File: src/rtl/dsc_pkg.sv
package dsc_pkg;
   // Direction of a data transfer as seen on rd_wr
   typedef enum logic {
      XFER_READ  = 1'b0,
      XFER_WRITE = 1'b1
   } xfer_dir_e;

   // Bus qualifiers decoded once per cycle
   typedef struct packed {
      logic access;   // normal read/write cycle in progress
      logic refresh;  // processor-driven refresh cycle
   } bus_cycle_t;

   function automatic bus_cycle_t decode_cycle(input logic rst_n, input logic mreq_n,
                                               input logic acc_n, input logic rfsh_n);
      bus_cycle_t c;
      c.refresh = rst_n & ~mreq_n & ~rfsh_n;
      c.access  = rst_n & ~(mreq_n | acc_n) & rfsh_n;
      return c;
   endfunction
endpackage

File: src/rtl/dsc_delay_chain.sv
module dsc_delay_chain #(
   parameter int DEPTH = 3
) (
   input  logic             clk,
   input  logic             rst_n,
   input  logic             start,
   output logic [DEPTH-1:0] stage
);
   initial begin
      if (DEPTH < 2) $error("dsc_delay_chain: DEPTH must be at least 2");
   end

   // Each stage only stays set while the start condition persists,
   // so the whole chain clears one edge after start drops.
   always_ff @(posedge clk or negedge rst_n) begin
      if (!rst_n) stage[0] <= 1'b0;
      else        stage[0] <= start;
   end

   for (genvar i = 1; i < DEPTH; i++) begin : g_stage
      always_ff @(posedge clk or negedge rst_n) begin
         if (!rst_n) stage[i] <= 1'b0;
         else        stage[i] <= stage[i-1] & start;
      end
   end
endmodule

File: src/rtl/dsc_bank_decode.sv
module dsc_bank_decode #(
   parameter int N_BANKS = 4,
   localparam int BSEL_W = $clog2(N_BANKS)
) (
   input  logic              access,
   input  logic              refresh,
   input  logic [BSEL_W-1:0] bank_sel,
   output logic [N_BANKS-1:0] ras_n
);
   for (genvar b = 0; b < N_BANKS; b++) begin : g_bank
      always_comb begin
         ras_n[b] = ~(refresh | (access & (bank_sel == BSEL_W'(b))));
      end
   end
endmodule

File: src/rtl/dsc_lane_decode.sv
module dsc_lane_decode #(
   parameter int N_LANES      = 4,
   parameter bit SUPPORT_WIDE = 1'b1,
   localparam int LSEL_W = $clog2(N_LANES)
) (
   input  logic              fire,
   input  logic              rd_wr,
   input  logic              wide16,
   input  logic [LSEL_W-1:0] lane_sel,
   output logic [N_LANES-1:0] oe_n,
   output logic [N_LANES-1:0] we_n
);
   import dsc_pkg::*;

   logic [N_LANES-1:0] hit;
   logic               is_write;

   assign is_write = (xfer_dir_e'(rd_wr) == XFER_WRITE);

   for (genvar l = 0; l < N_LANES; l++) begin : g_lane
      if (SUPPORT_WIDE) begin : g_wide
         // Word mode compares only the pair index, dropping the low select bit
         always_comb begin
            if (wide16)
               hit[l] = (lane_sel[LSEL_W-1:1] == (LSEL_W-1)'(l >> 1));
            else
               hit[l] = (lane_sel == LSEL_W'(l));
         end
      end else begin : g_narrow
         logic unused_wide;
         assign unused_wide = wide16;
         always_comb hit[l] = (lane_sel == LSEL_W'(l));
      end

      always_comb begin
         oe_n[l] = ~(fire & hit[l] & ~is_write);
         we_n[l] = ~(fire & hit[l] &  is_write);
      end
   end
endmodule

File: src/rtl/dram_strobe_ctl.sv
module dram_strobe_ctl #(
   parameter int N_BANKS      = 4,
   parameter int N_LANES      = 4,
   parameter int MUX_STAGE    = 1,
   parameter int CAS_STAGE    = 3,
   parameter bit SUPPORT_WIDE = 1'b1,
   localparam int BSEL_W = $clog2(N_BANKS),
   localparam int LSEL_W = $clog2(N_LANES)
) (
   input  logic               clk,
   input  logic               rst_n,
   input  logic               mreq_n,
   input  logic               acc_n,
   input  logic               rfsh_n,
   input  logic [BSEL_W-1:0]  bank_sel,
   input  logic [LSEL_W-1:0]  lane_sel,
   input  logic               rd_wr,
   input  logic               wide16,
   output logic [N_BANKS-1:0] ras_n,
   output logic               mux_col,
   output logic               cas_n,
   output logic [N_LANES-1:0] oe_n,
   output logic [N_LANES-1:0] we_n
);
   import dsc_pkg::*;

   initial begin
      if (N_BANKS < 2 || (1 << BSEL_W) != N_BANKS)
         $error("dram_strobe_ctl: N_BANKS must be a power of two >= 2");
      if (N_LANES < 2 || (1 << LSEL_W) != N_LANES)
         $error("dram_strobe_ctl: N_LANES must be a power of two >= 2");
      if (MUX_STAGE < 1 || MUX_STAGE >= CAS_STAGE)
         $error("dram_strobe_ctl: column select must switch before CAS");
   end

   bus_cycle_t         cyc;
   logic [CAS_STAGE-1:0] stage;

   assign cyc = decode_cycle(rst_n, mreq_n, acc_n, rfsh_n);

   dsc_delay_chain #(
      .DEPTH (CAS_STAGE)
   ) u_chain (
      .clk   (clk),
      .rst_n (rst_n),
      .start (cyc.access),
      .stage (stage)
   );

   assign mux_col = stage[MUX_STAGE-1];
   assign cas_n   = ~stage[CAS_STAGE-1];

   dsc_bank_decode #(
      .N_BANKS (N_BANKS)
   ) u_bank (
      .access   (cyc.access),
      .refresh  (cyc.refresh),
      .bank_sel (bank_sel),
      .ras_n    (ras_n)
   );

   dsc_lane_decode #(
      .N_LANES      (N_LANES),
      .SUPPORT_WIDE (SUPPORT_WIDE)
   ) u_lane (
      .fire     (stage[CAS_STAGE-1] & cyc.access),
      .rd_wr    (rd_wr),
      .wide16   (wide16),
      .lane_sel (lane_sel),
      .oe_n     (oe_n),
      .we_n     (we_n)
   );
endmodule

File: config.mk
export PLATFORM = sky130hd
export DESIGN_NAME = dram_strobe_ctl
export DESIGN_NICKNAME = d
export VERILOG_FILES = /design/src/rtl/dsc_pkg.sv /design/src/rtl/dsc_delay_chain.sv /design/src/rtl/dsc_bank_decode.sv /design/src/rtl/dsc_lane_decode.sv /design/src/rtl/dram_strobe_ctl.sv
export SDC_FILE = /design/constraint.sdc
export NUM_CORES = 1
export LEC_CHECK = 0
export BUFFER_PORTS_ARGS = -buffer_cell sky130_fd_sc_hd__buf_2
export CORE_AREA = 2 2 39 41
export CTS_CLUSTER_SIZE = 14
export DETAILED_ROUTE_END_ITERATION = 10
export DIE_AREA = 0 0 41 43
export GPL_TIMING_DRIVEN = 0
export PLACE_DENSITY = 0.49
export SLEW_MARGIN = 0
export SYNTH_ARGS = -nofsm -noshare
export SYNTH_HDL_FRONTEND = slang
export SYNTH_SLANG_ARGS = --single-unit
export TNS_END_PERCENT = 20
File: constraint.sdc
create_clock -name clk -period 3 [get_ports clk]
set_input_delay 0.9 -clock clk [delete_from_list [all_inputs] [get_ports clk]]
set_output_delay 0.9 -clock clk [all_outputs]
set_load 0.1 [all_outputs]
==> metrics.md <==
| Metric | Value |
|---|---|
| Post_cts resized | 0 |
| Drc violations | 0 |
| Fmax | 361.6 MHz |
| #FFs+latches synth | 3 |
| Maximum vdd drop | ~0.00013 V |
| Comb pwr share | 0.296 |
| # H-tree levels | 1 |
| HPWL Detailed | about 680 µm |
| Total power | 0.0001597 W |
| Final setup vio count | 0 |
| Cells after Synth | 32 |
| Outcome | completed |
| Final Cell Area | about 440 µm² |
| N_diodes | 0 |
| Hold_buf cts | 0 |
| DIE AREA | ~1800 µm² |
| Grt ovf | 0 |
| Post-DP Area | around 410 µm² |
| Pin count of the biggest net entering global routing | 11 |
| P&R area growth vs syn | 64.15% |
| Total global-route track usage | 0.1088 |
| Core area | 1384 µm² |
| Clock power share | 0.445 |
| Vias | 358 |
| Clock Path Buffers | 2 |
| Clk root buf | clkbuf_4 |
| Reg clk slew, reported paths | ~40 ps |
| WL/cell | between 10 and 15 µm |
| Pleak | between 0.15 and 0.2 nW |
| Largest register FFs | 3 |
| CTS tree | built |
| Die H | between 40 and 50 µm |
| Syn Std Cell Area | 265.3 µm² |
| Most common cell after layout, fill and taps aside | buf_2 |
| Clk sink count | 3 |
| Switching Share | 0.3493 |
| Row cnt | 14 |
| Initial antenna violation count | 0 |
| Die X | approximately 40 µm |
| Worst setup EP type | output pin |
| Final nets | 72 |
| PD cells | approximately 370 nW/µm² |
| Port bufs | 24 |
| Avg Cell Area, Syn | a little over 8 µm² |
| Postcts setup bufs | 0 |
| Post-synthesis sequential area ratio | 0.2830 |
| Top cells by area, synth | dfrtp_1 (28%), nand3_1 (7.5%), o21ai_0 (7.5%), and3_1 (7.1%), and3b_1 (6.6%) |
| Routed Antenna Nets | 0 |
| Ys Warns | 0 |
| Vias in the first global route | around 290 |
| Top cell type's share of synthesized area | 0.2830 |
| Fin. Hold Viols | 0 |
| Worst relative slew slack | 0.6749 |
| Period Utilization, post-route | 0.9219 |
| Clk_lat worst skew | between 200 and 250 ps |
| Sw Pwr | approximately 0.000056 W |
| Util after Layout | 0.3146 |
| GP Congestion | 0.6933 |
| Critical Path AT | ~1900 ps |
| Worst Setup Path Type | in -> out |
| Synth cell types | 17 |
| Post-Synthesis Net Count | 43 |
| Vias per cell | around 4.7 |
| Hold WC Path Type | in -> async |
| Flop pwr share | 0.258 |
| Startpoint types | input port |
| Ratio of cells with drive above 1 in the final layout | 0.5167 |
| Worst Path Max Fanout | 10 |
| Least-Margin Pin Slew | just under 500 ps |
| Max Slew Vio Count | 0 |
| Largest area contributor in the netlist | dfrtp_1 |
| Top Registers | u_chain.stage (3) |
| Initial drt markers | 2 |
| Initial Util | 0.1917 |
| Int Power | roughly 0.00010 W |
| First drt pass iteration count | 2 |
| Unrepaired setup endpoints after global routing | no |
| Tmin final | 2766 ps |
| Clk_skew | approximately 4.5 ps |
| Total routed wirelength | roughly 820 µm |
| First-pass GRT wire length | 1235 µm |
| Most frequent cells in the layout | buf_2 (24), nand3_1 (4) |
| Inserted Clock Buffers | 3 |
| Boundary Pins | 25 |
| Max Cap Violations | 0 |
| Worst Path Required | 2100 ps |
| Biggest register | u_chain.stage |
| Fillers | around 170 |
-- worst paths after layout --
check	start	to	slack [ps]	cells past startpoint
max	rst_n	oe_n[0]	230	5
min	rst_n	u_chain.stage[2]	460	1
min in group clk	u_chain.stage[1]	u_chain.stage[2]	480	1
max in group asynchronous	rst_n	u_chain.stage[0]	2410	1
min reg2reg	u_chain.stage[1]	u_chain.stage[2]	480	1
max reg2reg	u_chain.stage[0]	u_chain.stage[1]	2340	1
-- cell usage after synthesis --
cell / number
and2_1: 1
dfrtp_1: 3
and3b_1: 2
nand4b_1: 2
nor2b_1: 1
o21ai_0: 4
inv_1: 2
nor3b_1: 2
nor3_1: 1
nand4_1: 2
and3_1: 3
nand2b_1: 1
nor3b_2: 1
o21a_1: 1
o21ba_2: 1
nand3_1: 4
buf_4: 1
-- stage by stage --
step	instances	hold WS, ps	setup WS (ps)	TNS (ps)
6_report	76	464.8	234.2	0
5_1_grt	76	447.7	180.9	0
4_1_cts	76	458.7	226.9	0
3_5_place_dp	72	471.6	227.8	0
3_3_place_gp	72	465.9	229.6	0
2_1_floorplan	32	458.9	-267.1	-922.1
-- cells by family (layout without fill, tap and decap cells) --
family / after synthesis / after routing / share of synthesized area
simple gates: 20 / 20 / 0.5189
flops: 3 / 3 / 0.2830
compound gates: 6 / 6 / 0.1415
buf+inv: 3 / 31 / 0.05662
-- per-layer routing --
metal / global-route usage / share of wire
met1: 0.1071 / 0.41
met2: 0.1688 / 0.50
met3: 0.06283 / 0.091
met4: 0.06000 / 0
met5: 0 / 0
-- power by group through the flow --
stage | Combinational (W) | Clock [W] | Sequential [W]
2_1_floorplan | 0.0000296 | 0 | 0.0000443
3_3_place_gp | 0.0000474 | 0 | 0.0000417
4_1_cts | 0.0000477 | 0.0000753 | 0.0000413
5_1_grt | 0.0000505 | 0.0000839 | 0.0000412
6_report | 0.0000473 | 0.0000711 | 0.0000413
3_5_place_dp | 0.0000476 | 0 | 0.0000418
-- area by class of cell --
cell class	count	area, µm²	share of cell area
Inverter	2	7.507	0.01724
Clock buffer	4	26.28	0.06034
Timing Repair Buffer	24	120.1	0.2759
Sequential cell	3	75.07	0.1724
Tap cell	16	20.02	0.04598
Multi-Input combinational cell	26	178.9	0.4109
Buffer	1	7.507	0.01724
-- worst max-delay path, stage by stage --
cell and delay [ps]:
buf_2 130, nor3b_2 160, buf_4 160, nand4b_1 80, buf_2 430
Power figures use the tool's default switching activity.
